===== src/rtl/cc_pkg.sv =====
package cc_pkg;

    typedef enum logic {
        OP_ADD_C = 1'b0,
        OP_SUB_B = 1'b1
    } op_e;

    typedef struct packed {
        logic half;
        logic neg;
        logic zero;
        logic ovf;
        logic carry;
    } flags_t;

endpackage


===== src/rtl/cc_arith.sv =====
module cc_arith #(
    parameter int W = 8
) (
    input  logic           sub_i,
    input  logic           cin_i,
    input  logic [W-1:0]   a_i,
    input  logic [W-1:0]   b_i,
    output logic [W:0]     wide_o
);
    logic [W:0] a_ext;
    logic [W:0] b_ext;
    logic [W:0] c_ext;

    always_comb begin
        a_ext = {1'b0, a_i};
        b_ext = {1'b0, b_i};
        c_ext = {{W{1'b0}}, cin_i};
        if (sub_i) begin
            wide_o = a_ext - b_ext - c_ext;
        end else begin
            wide_o = a_ext + b_ext + c_ext;
        end
    end

endmodule


===== src/rtl/cc_flag_gen.sv =====
module cc_flag_gen
    import cc_pkg::*;
#(
    parameter int W = 8
) (
    input  logic           sub_i,
    input  logic           h_prev_i,
    input  logic [W-1:0]   a_i,
    input  logic [W-1:0]   b_i,
    input  logic [W:0]     wide_i,
    output flags_t         flags_o
);
    localparam int MSB   = W - 1;
    localparam int HBIT  = W / 2;

    logic [W-1:0] res;
    logic [W-1:0] xor3;
    logic [W-1:0] ovf_vec;

    always_comb begin
        res  = wide_i[W-1:0];
        xor3 = res ^ a_i ^ b_i;
        if (sub_i) begin
            ovf_vec = (a_i ^ b_i) & (a_i ^ res);
        end else begin
            ovf_vec = (res ^ b_i) & (res ^ a_i);
        end
        flags_o.half  = sub_i ? h_prev_i : xor3[HBIT];
        flags_o.neg   = res[MSB];
        flags_o.zero  = (res == '0);
        flags_o.ovf   = ovf_vec[MSB];
        flags_o.carry = wide_i[W];
    end

endmodule


===== src/rtl/cc_addsub_unit.sv =====
module cc_addsub_unit
    import cc_pkg::*;
#(
    parameter int W      = 8,
    parameter int CC_W   = 8,
    parameter int H_POS  = 5,
    parameter int N_POS  = 3,
    parameter int Z_POS  = 2,
    parameter int V_POS  = 1,
    parameter int C_POS  = 0
) (
    input  logic              clk,
    input  logic              rst,
    input  logic              upd_en,
    input  logic              op_sub,
    input  logic [W-1:0]      acc_in,
    input  logic [W-1:0]      opnd_in,
    input  logic [CC_W-1:0]   cc_in,
    output logic [W-1:0]      sum_out,
    output logic [CC_W-1:0]   cc_next,
    output logic [W-1:0]      sum_q,
    output logic [CC_W-1:0]   cc_q
);
    localparam logic [CC_W-1:0] FLAG_MASK =
        (CC_W'(1) << H_POS) | (CC_W'(1) << N_POS) | (CC_W'(1) << Z_POS) |
        (CC_W'(1) << V_POS) | (CC_W'(1) << C_POS);
    localparam logic [CC_W-1:0] KEEP_MASK = ~FLAG_MASK;

    typedef struct packed {
        logic [W-1:0]    sum;
        logic [CC_W-1:0] cc;
    } unit_state_t;

    op_e          op;
    logic [W:0]   wide;
    flags_t       flg;
    unit_state_t  state_d;
    unit_state_t  state_q;

    assign op = op_e'(op_sub);

    cc_arith #(.W(W)) u_arith (
        .sub_i  (op == OP_SUB_B),
        .cin_i  (cc_in[C_POS]),
        .a_i    (acc_in),
        .b_i    (opnd_in),
        .wide_o (wide)
    );

    cc_flag_gen #(.W(W)) u_flags (
        .sub_i    (op == OP_SUB_B),
        .h_prev_i (cc_in[H_POS]),
        .a_i      (acc_in),
        .b_i      (opnd_in),
        .wide_i   (wide),
        .flags_o  (flg)
    );

    always_comb begin
        state_d        = state_q;
        sum_out        = wide[W-1:0];
        cc_next        = cc_in & KEEP_MASK;
        cc_next[H_POS] = flg.half;
        cc_next[N_POS] = flg.neg;
        cc_next[Z_POS] = flg.zero;
        cc_next[V_POS] = flg.ovf;
        cc_next[C_POS] = flg.carry;
        if (upd_en) begin
            state_d.sum = sum_out;
            state_d.cc  = cc_next;
        end
    end

    always_ff @(posedge clk) begin
        if (rst) begin
            state_q <= '0;
        end else begin
            state_q <= state_d;
        end
    end

    assign sum_q = state_q.sum;
    assign cc_q  = state_q.cc;

    assert_reset_clears_R10: assert property (@(posedge clk)
        rst |=> (sum_q == '0) && (cc_q == '0));

    assert_hold_idle_R9: assert property (@(posedge clk) disable iff (rst)
        !upd_en |=> $stable(sum_q) && $stable(cc_q));

    assert_sign_zero_R6: assert property (@(posedge clk) disable iff (rst)
        upd_en |=> (cc_q[N_POS] == sum_q[W-1]) && (cc_q[Z_POS] == (sum_q == '0)));

    assert_sub_keeps_half_R7: assert property (@(posedge clk) disable iff (rst)
        (upd_en && op_sub) |=> cc_q[H_POS] == $past(cc_in[H_POS]));

    assert_passthrough_R8: assert property (@(posedge clk) disable iff (rst)
        upd_en |=> (cc_q & KEEP_MASK) == ($past(cc_in) & KEEP_MASK));

    assert_add_carry_R1: assert property (@(posedge clk) disable iff (rst)
        (upd_en && !op_sub) |=>
            {cc_q[C_POS], sum_q} == ({1'b0, $past(acc_in)} + {1'b0, $past(opnd_in)}
                                     + {{W{1'b0}}, $past(cc_in[C_POS])}));

endmodule


===== config.mk =====
export PLATFORM = sky130hd
export DESIGN_NAME = cc_addsub_unit
export DESIGN_NICKNAME = d
export VERILOG_FILES = /design/src/rtl/cc_pkg.sv /design/src/rtl/cc_arith.sv /design/src/rtl/cc_flag_gen.sv /design/src/rtl/cc_addsub_unit.sv
export SDC_FILE = /design/constraint.sdc
export NUM_CORES = 1
export LEC_CHECK = 0
export ABC_AREA = 1
export BUFFER_PORTS_ARGS = -buffer_cell sky130_fd_sc_hd__buf_4
export CELL_PAD_IN_SITES_DETAIL_PLACEMENT = 1
export CELL_PAD_IN_SITES_GLOBAL_PLACEMENT = 2
export CORE_UTILIZATION = 23
export DETAILED_ROUTE_END_ITERATION = 10
export PLACE_DENSITY_LB_ADDON = 0.08
export SLEW_MARGIN = 20
export SYNTH_ARGS = -nofsm -noshare
export SYNTH_HDL_FRONTEND = slang
export SYNTH_SLANG_ARGS = --single-unit

===== constraint.sdc =====
create_clock -name clk -period 3.1 [get_ports clk]
set_clock_uncertainty 0.05 [all_clocks]
set_input_delay 0.775 -clock clk [delete_from_list [all_inputs] [get_ports clk]]
set_output_delay 0.775 -clock clk [all_outputs]
set_load 0.01 [all_outputs]

; After elaboration in Yosys (flattened, before gate mapping)
; Index checks and enable logic that the tools add are counted.
[op_classes]
multipliers = 0
mux = 3
n_lt_le_gt_ge = 0
n_bitwise = 6
shifts = 0
reduce_logical = 1
div_mod_pow = 0
eq_ne = 0
add_sub_neg = 4
[ops]
columns = operator, count
row1 = 8-bit bitwise XOR, 3
row2 = 8-bit AND, 2
row3 = 8-bit by 8-bit adder with 9-bit output, 1
row4 = 9-bit by 1-bit adder with 9-bit output, 1
row5 = 9-bit 2-to-1 mux, 1
row6 = 8-bit by 8-bit subtractor with 9-bit output, 1
row7 = 9-bit by 1-bit subtractor with 9-bit output, 1
row8 = 8-bit zero test, 1
row9 = 8-bit 2-to-1 mux, 1
row10 = 5-bit bitwise XOR, 1
row11 = 1-bit 2-to-1 mux, 1
[word_totals]
mem_count = 0
ff_bits = 16
mem_bits_ro = 0
inputBits = 28
ram_bits = 0
output_inout_bits = 32
elab_cells = 16
latchBits = 0

; Logic depth before layout (Yosys ltp)
; Gate-level depths: netlist (run 1).
[logic_depth]
depth_word = 6
mapped_depth = 16
depth_no_buf = 16

; Cells and area by module
; From an unflattened synthesis (run 1), not the netlist that was laid out.
[hier_totals]
cells_unflattened = 301
hier_area_um2 = 1793.0
[modules_own_cells]
columns = mod, cells_each, area_each_um2, instances, seq_area_each_um2
row1 = cc_arith, 170, 979.7, 1, 0.0
row2 = cc_addsub_unit, 104, 693.2, 1, 320.3
row3 = cc_flag_gen, 27, 120.1, 1, 0.0

; Least setup slack after synthesis (run 1)
; Ideal clock, no wire load.
[synth_path]
path_kind = input to output
from = input port opnd_in[0]
to = output port cc_next[2]
arrival_ns = 2.427
path_buffers = 0
required_time_ns = 2.275
path_stages = 15
setup_slack_ns = -0.152
cell_sequence = inv_1 fa_1 inv_1 ha_1 nor2_1 o21ai_1 nand2_1 nand2_1 nand2_1 nand3_1 nand2_2 inv_2 nor2_4 nand2_2 inv_1
[synth_between]
elab_chain_len = 4
word_cells_on_any_way = 6
classes_between = 4 x add/sub / 1 x mux / 1 x reduce/logical
[synth_rtl]
columns = element, line_no
row1 = "start, declared", cc_addsub_unit.sv:17  ; input logic [W-1:0] opnd_in,
row2 = 8-bit by 8-bit adder with 9-bit output or 8-bit by 8-bit subtractor with 9-bit output (tied branches), "cc_arith.sv:21, cc_arith.sv:19"
row3 = 9-bit by 1-bit adder with 9-bit output or 9-bit by 1-bit subtractor with 9-bit output (tied branches), "cc_arith.sv:21, cc_arith.sv:19"
row4 = 9-bit 2-to-1 mux (*), cc_arith.sv:18  ; if (sub_i) begin
row5 = via cc_next[3], cc_addsub_unit.sv:20  ; output logic [CC_W-1:0] cc_next,
row6 = 8-bit zero test (*), cc_flag_gen.sv:30  ; flags_o.zero = (res == '0);
row7 = "end, declared", cc_addsub_unit.sv:20
; The timed path passes the listed nets; every way through them passes the cells marked *.

; Worst setup path in the final report (run 1)
[layout_path]
from = input port acc_in[0]
to = output port cc_next[1]
[layout_between]
elab_chain_len = 6
word_cells_on_any_way = 10
classes_between = 4 x add/sub / 2 x mux / 4 x bitwise
[layout_rtl]
columns = element, line_no
row1 = "start, declared", cc_addsub_unit.sv:16  ; input logic [W-1:0] acc_in,
row2 = 8-bit by 8-bit adder with 9-bit output or 8-bit by 8-bit subtractor with 9-bit output (tied branches), "cc_arith.sv:21, cc_arith.sv:19"
row3 = 9-bit by 1-bit adder with 9-bit output or 9-bit by 1-bit subtractor with 9-bit output (tied branches), "cc_arith.sv:21, cc_arith.sv:19"
row4 = 9-bit 2-to-1 mux (*), cc_arith.sv:18
row5 = 8-bit bitwise XOR (on tied branches), "cc_flag_gen.sv:26, cc_flag_gen.sv:24"
row6 = 8-bit AND (on tied branches), "cc_flag_gen.sv:26, cc_flag_gen.sv:24"
row7 = 8-bit 2-to-1 mux (*), cc_flag_gen.sv:23  ; if (sub_i) begin
; Every way passes the cells marked *; elsewhere a longest branch is shown, timed or not.

==> results of run 1 <==
==> metrics by stage <==
| stage | hold slack (ns) | util | power [uW] | setup TNS [ns] | instances |
|---|---|---|---|---|---|
| floorplan | 0.466 | - | 499 | -0.202 | 268 |
| global placement | 0.413 | 0.373 | 761 | -3.76 | 461 |
| detailed placement | 0.432 | 0.373 | 771 | -4.18 | 461 |
| CTS | 0.447 | 0.410 | 1000 | -2.53 | 471 |
| global route | 0.480 | 0.421 | 1110 | -3.55 | 472 |
| finish | 0.440 | 0.421 | 1020 | -2.26 | 472 |
==> logic make-up after synthesis <==
| family | Yosys count | synth area share |
|---|---|---|
| buffers and inverters | 69 | 0.166 |
| AND/OR/NAND/NOR | 116 | 0.296 |
| AO/OA/AOI/OAI | 40 | 0.143 |
| XOR/XNOR | 3 | 0.0155 |
| flip-flops | 15 | 0.177 |
| adder cells (fa/ha/maj) | 25 | 0.202 |
==> area by class of cell <==
type                    count  area [um^2]
multi-input cells         184         1300
fillers                   890         4020
repair buffers            113          912
inverters                  60          245
flip-flops and latches     15          300
clock buffers               4         45.0
well taps                  96          120
==> metal layers <==
metal  track usage  vias to the layer above  wire length, um
li1              -                     1038                -
met4        0.0358                        0               29
met3       0.00848                        2              202
met1         0.177                      911             2400
met5             0                        -                0
met2         0.271                       36             2650
==> power breakdown <==
group	leakage [uW]	total [uW]	switching, uW	internal [uW]
Combinational	0.00143	640	306	334
Clock	0.0000228	158	66.9	91.0
Sequential	0.000125	218	8.37	210
==> worst paths after layout <==
path | start | endpoint | slack [ns] | cells after the start
worst max register to register | cc_q[1] | cc_q[1] | 2.31 | 2
worst min-delay path | sum_q[3] | sum_q[3] | 0.44 | 2
worst min register to register | sum_q[3] | sum_q[3] | 0.44 | 2
worst max-delay path | acc_in[0] | cc_next[1] | -0.33 | 16
==> flip-flops by register name, summed over array words and instances, names as in the netlist <==
| signal | cells |
|---|---|
| cc_q | 8 |
| sum_q | 7 |
==> what timing repair did <==
item	in CTS	in global routing
gates resized for setup	46	12
pin swaps	30	16
endpoints found under the setup margin	13	13
buffers inserted	7	1
==> critical path: cells and delay by family <==
family          cells  cell delay [ns]
compound gates      1             0.08
fa+ha+maj           2             0.75
buf+inv             4             0.29
simple gates        9             0.71
==> cell usage in the layout, fill, tap and decap left out <==
cell type,netlist,layout
sky130_fd_sc_hd__buf_8,0,1
sky130_fd_sc_hd__ha_4,0,6
sky130_fd_sc_hd__clkbuf_1,3,1
sky130_fd_sc_hd__nand2_1,59,51
sky130_fd_sc_hd__nand3b_1,2,2
sky130_fd_sc_hd__nand2_2,4,11
sky130_fd_sc_hd__o21a_1,1,1
sky130_fd_sc_hd__xor2_1,2,1
sky130_fd_sc_hd__o21bai_1,1,1
sky130_fd_sc_hd__inv_12,0,1
sky130_fd_sc_hd__nand3_1,22,18
sky130_fd_sc_hd__nor2_1,24,22
sky130_fd_sc_hd__inv_1,54,44
sky130_fd_sc_hd__dfxtp_1,15,15
sky130_fd_sc_hd__clkbuf_8,0,3
sky130_fd_sc_hd__o211ai_1,3,3
sky130_fd_sc_hd__a21oi_1,10,7
sky130_fd_sc_hd__nor2_4,1,2
sky130_fd_sc_hd__a21oi_2,4,6
sky130_fd_sc_hd__o21ai_1,3,1
sky130_fd_sc_hd__buf_6,0,15
sky130_fd_sc_hd__ha_1,21,14
sky130_fd_sc_hd__fa_2,0,4
sky130_fd_sc_hd__inv_4,0,3
sky130_fd_sc_hd__nor2_2,1,2
sky130_fd_sc_hd__nand4_1,2,2
sky130_fd_sc_hd__xor2_2,0,1
sky130_fd_sc_hd__nand3_2,1,5
sky130_fd_sc_hd__inv_2,6,12
sky130_fd_sc_hd__buf_4,6,97
sky130_fd_sc_hd__ha_2,0,1
sky130_fd_sc_hd__nand2_4,0,1
sky130_fd_sc_hd__o21ai_0,16,13
sky130_fd_sc_hd__o21ai_2,1,6
sky130_fd_sc_hd__a21oi_4,1,2
sky130_fd_sc_hd__xnor2_1,1,1
==> impl.org, run 1 <==
** Status
- The run finished, with violations left.
- Violations in the final reports :: setup timing

** Drt
- Detail-routed net length per standard cell :: 11.2 um
- The count of nets left with antenna violations once routing finished came out at 0.
- After detailed routing, the total wire length is around 5300 um.
- Avg Vias per Cell :: around 4.2
- In this run, the number of DRC markers left after iteration 0 of detailed routing was 30.
- Post-route DRC :: 0
- 1st-pass router iterations :: 4
- The routed layout has between 1.5k and 2k vias.

** CTS
- In this run the clock root is driven by a sky130_fd_sc_hd__clkbuf_8.
- Clock-pin transition on the worst setup and hold timing paths :: 0.06 ns
- # hold bufs at CTS :: 0
- Counting along the longest clock path gives a buffer depth of 2.
- CTS sink count :: 15
- Clock latency on the worst-skew pair, taken at its later pin, is roughly 0.25 ns.
- H-tree depth reported by CTS :: 1
- TritonCTS clock tree :: built
- Counting the buffers created by CTS gives 3.

** Critical path
- In this design, the critical path's most frequently occurring cell is sky130_fd_sc_hd__nand2_1.
- Crit path max fanout :: 3
- Walking the worst path, the cells encountered are buf_6 -> fa_2 -> inv_2 -> ha_4 -> nor2_4 -> o21ai_2 -> nand2_1 -> nand2_1 -> nand2_1 -> nand3_2 -> nand2_4 -> nand2_1 -> nand2_1 -> nand2_2 -> inv_2 -> buf_6.
- Critical path required time :: 2.27 ns
- STA puts the critical path data arrival time at around 2.6 ns.
- The critical path in this run is classified as primary input to output port.
- The worst setup path is captured at an output port.
- Largest incremental delay on the critical path :: between 0.5 and 0.6 ns
- The worst setup path is launched from a primary input.
- The slowest stage of the critical path is the sky130_fd_sc_hd__fa_2 cell.

** Timing
- The final hold violation count was 0.
- The worst path in the final design needs a cycle of 3.43 ns, including I/O delays and setup.
- Final period util :: 1.11
- Headroom to the max-slew limit came out at 0.781.
- Final number of max-transition violations :: 0
- Unrepaired setup endpoints after global routing :: yes
- Highest achievable clock rate :: 292 MHz
- Slew at the pin with the worst max-slew slack :: 0.327 ns
- Final setup violation count :: 10
- After layout, the worst setup slack is -0.330 ns.

** Floorplan
- Die span in x :: a little under 90 um
- Count of boundary I/O pins :: 60
- Measured along the y axis, the die boundary spans 87.9 um.
- Site Rows :: 30
- The die covers just under 8000 um^2.
- Initial core utilization :: 0.244
- In this run the standard cell core region covers about 7000 um^2.

** Yosys
- In the post-synthesis netlist, the cell with the most instances is sky130_fd_sc_hd__nand2_1.
- Among all flip-flop cells after synthesis, the most frequent one is sky130_fd_sc_hd__dfxtp_1.
- Nets in the synthesized netlist :: around 320
- Leading area contributor after synthesis :: sky130_fd_sc_hd__dfxtp_1
- In this run, synthesis produced a sequential element count of 15.
- Share of the yosys chip area belonging to registers :: 0.177
- By count the netlist is led by sky130_fd_sc_hd__nand2_1, sky130_fd_sc_hd__inv_1, sky130_fd_sc_hd__nor2_1.
- Top cells by area in the synthesized netlist :: sky130_fd_sc_hd__dfxtp_1, sky130_fd_sc_hd__ha_1, sky130_fd_sc_hd__nand2_1
- After synthesis, the share of flip-flops with an asynchronous set or reset is 0.
- Synthesis produced ~270 cells.
- Yosys mapped a number of flops with a built-in enable equal to 0.
- Count of warnings emitted by yosys :: 0
- The share of synthesized area in the top cell type comes to 0.177.
- Count of unique library cells instantiated by Yosys :: 27
- Syn_area_per_cell :: around 6.3 um^2
- The cell area that synthesis handed to floorplanning was 1700 um^2.

** Global routing
- The first global-routing pass estimated 8910 um of wire.
- Vias in the first global route :: 2033
- Overall track demand over capacity in global routing :: 0.144
- For this run the aggregate overflow at the end of global routing stands at 0.
- Entering global routing, the biggest net connects 25 pins.
- The number of antenna violations at the first check in global routing came to 0.

** Placement
- In this run the tool buffered the top-level ports with 56 buffer cells.
- Cell area after placement :: between 2000 and 3000 um^2
- At the end of routability-driven placement, the weighted congestion stood at 0.772.
- The HPWL after detailed placement is 4390 um.
- Worst setup slack before clock tree synthesis :: -0.481 ns

** Cells and area
- The number of antenna diodes in the final layout is 0.
- From synthesis to final layout, the design area changed by 72.5%.
- Layout net count :: 430
- After routing the design area is slightly below 3000 um^2.
- Proportion of layout cells with a drive suffix above 1 :: 0.476

** Pwr
- Leakage power total :: ~0.0016 uW
- VDD sags by at most 116 uV.
- For this design the ratio of total power to cell area is roughly 350 nW/um^2.

** Hold path
- The min-delay analysis places its worst path in the category flop to flop.

** Run
- The tool flagged a number of max-cap violations equal to 0.
No activity file was read; power rests on OpenSTA's default activity.
==> inputs of run 2 (changes only) <==
Settings changed: CORE_ASPECT_RATIO from default to 0.8.
==> impl.org, run 2 (synthesis gave the netlist of run 1 again) <==
** Status
- Run status :: finished with violations
- Violations in the final reports :: DRC, setup timing

** Cells and area
- In the layout the commonest cells are sky130_fd_sc_hd__buf_4, sky130_fd_sc_hd__nand2_1, sky130_fd_sc_hd__inv_1.
- Count of antenna diodes in the layout :: 0
- Proportion of layout cells with a drive suffix above 1 :: 0.497
- Compared with the post-synthesis result, the final layout area differs by 75.2%.
- Leaving out fill and tap cells, the most frequent cell in the layout is sky130_fd_sc_hd__buf_4.
- Post-route design area :: around 3000 um^2
- The register with the most flip-flops in the layout has 8 of them.
- Layout net count :: roughly 430

** Timing
- Final period util :: 1.12
- Setup violations remaining at the end of the flow were counted as 11.
- The routed design could run at a clock period as short as between 3 and 4 ns.
- Hold violation count in the final report :: 0
- Final number of max-transition violations :: 0
- Setup slack after layout :: -0.363 ns
- Setup repair after global routing could not meet its margin everywhere.
- Timing would allow up to 289 MHz.
- Adding up every negative setup slack in the final design gives -2.90 ns.
- For the pin with the worst max-slew slack, the measured transition is 0.382 ns.
- Hold Slack :: roughly 0.44 ns
- Headroom to the max-slew limit :: 0.745

** Drt
- Avg Vias per Cell :: about 4.3
- DR WL met2 :: roughly 2600 um
- Detailed router's first-iteration violation count :: 22
- Routed vias :: 1988
- Routed metal-1 wirelength :: about 2600 um
- Detail-routed net length per standard cell :: 11.5 um
- 1st-pass router iterations :: 8
- Detailed route wirelength on metal3 :: approximately 170 um
- The highest metal layer carrying signal wires in the routed design is met4.
- Post-route DRC :: 4
- For this block, the routed nets add up to around 5400 um of wire.
- Post-detailed-route count of antenna-violating nets :: 0

** Placement
- After detailed placement, the total cell area comes to roughly 2600 um^2.
- Number of input and output port buffers inserted :: 56
- Prior to clock tree synthesis, the placed netlist has a worst setup slack of -0.509 ns.
- DPL Wire Length :: about 4500 um
- Routability-driven placement finished with a final weighted congestion of roughly 0.8.

** Run
- Across the run, the number of max-cap violations was 0.

** Floorplan
- After floorplanning, the core was divided into 27 placement rows.
- The die is 98.0 um wide.
- Count of boundary I/O pins :: 60
- Die Footprint :: 7720 um^2
- Initial core utilization :: 0.242
- Core area :: between 6000 and 7000 um^2
- From bottom edge to top edge, the die measures between 70 and 80 um.

** Global routing
- Entering global routing, the biggest net connects 25 pins.
- The number of global-route vias before repair was approximately 2.1k.
- Wire length of the first global-routing pass :: about 9100 um
- The number of antenna violations at the first check in global routing was 0.
- Congestion Overflow GR :: 0
- For this run, the total global-route usage over all layers was measured as 0.144.

** Critical path
- Crit Path Category :: primary input to output port
- Crit path max fanout :: 3
- STA classifies the critical path endpoint as an output port.
- Startpoint type of the worst setup path :: primary input
- Data on the critical path is required at its endpoint by roughly 2.3 ns.
- Arrival time reported for the critical path endpoint :: around 2.6 ns

** CTS
- H-tree depth reported by CTS :: 1
- Buffers inserted during clock tree synthesis total 3.
- Clk_lat worst skew :: around 0.25 ns
- Buffer cell driving the clock tree root :: sky130_fd_sc_hd__clkbuf_8
- Clock-pin transition on the worst setup and hold timing paths :: 0.06 ns
- Largest buffer count on any clock path :: 2
- TritonCTS built the clock tree.
- The tree built by TritonCTS fans out to 15 sinks.

** Pwr
- Maximum ir drop on the vdd rail :: 153 uV
- Design Power :: between 1000 and 1500 uW
- For this design the ratio of total power to cell area is between 300 and 400 nW/um^2.
- Summed over all cells, the static leakage comes to approximately 0.0016 uW.

** Hold path
- The path class of the tightest hold or removal check is flop to flop.
-- run 2: cell types whose count changed in the layout (fill, tap and decap cells not counted), sizes merged --
| cell | previous run | this run |
|---|---|---|
| buf | 113 | 115 |
-- run 2: worst paths after layout --
| path | start | endpoint | slack (ns) | cells past startpoint |
|---|---|---|---|---|
| max | acc_in[0] | cc_next[2] | -0.36 | 14 |
| min | sum_q[4] | sum_q[4] | 0.44 | 2 |
| max reg2reg | cc_q[0] | cc_q[0] | 2.33 | 3 |
| min reg2reg | sum_q[4] | sum_q[4] | 0.44 | 2 |
-- run 2: layout make-up --
class	count	area, um^2
multi-input combinational	184	1350
sequential	15	300
clock buffer	4	45.0
tap	87	109
inverter	60	245
timing repair buffer	115	920
fill	894	4020
-- run 2: power breakdown --
group          leakage, uW  total [uW]  internal, uW  switching, uW
Sequential        0.000125         218           210           8.47
Clock            0.0000228         161          91.1           69.9
Combinational      0.00145         675           352            322
-- run 2: metrics by stage --
| stage | util | instances |
|---|---|---|
| floorplan | - | 268 |
| global placement | 0.366 | 450 |
| detailed placement | 0.366 | 450 |
| CTS | 0.404 | 461 |
| global route | 0.425 | 465 |
| finish | 0.425 | 465 |
-- run 2: worst max-delay path: stages --
cell and delay, ns:
sky130_fd_sc_hd__buf_6 0.10, sky130_fd_sc_hd__fa_2 0.61, sky130_fd_sc_hd__inv_2 0.06, sky130_fd_sc_hd__ha_4 0.15, sky130_fd_sc_hd__nor2_4 0.14, sky130_fd_sc_hd__o21ai_4 0.08, sky130_fd_sc_hd__nand2_1 0.08, sky130_fd_sc_hd__nand3_1 0.09
sky130_fd_sc_hd__nand2_2 0.10, sky130_fd_sc_hd__nand3_2 0.10, sky130_fd_sc_hd__nor2_4 0.13, sky130_fd_sc_hd__nand2_2 0.07, sky130_fd_sc_hd__inv_2 0.05, sky130_fd_sc_hd__buf_6 0.09
-- run 2: per-layer routing --
metal,global-route usage,up-vias
met2,0.258,30
met1,0.187,908
met5,0,-
met4,0.0136,0
met3,0.0238,2
li1,-,1048
-- run 2: what timing repair did --
action | CTS | global route
resized for setup | 45 | 25
buffers inserted | 8 | 4
pin swaps | 25 | 12
endpoints found under the setup margin | 13 | 13
hold buffers | 0 | 0
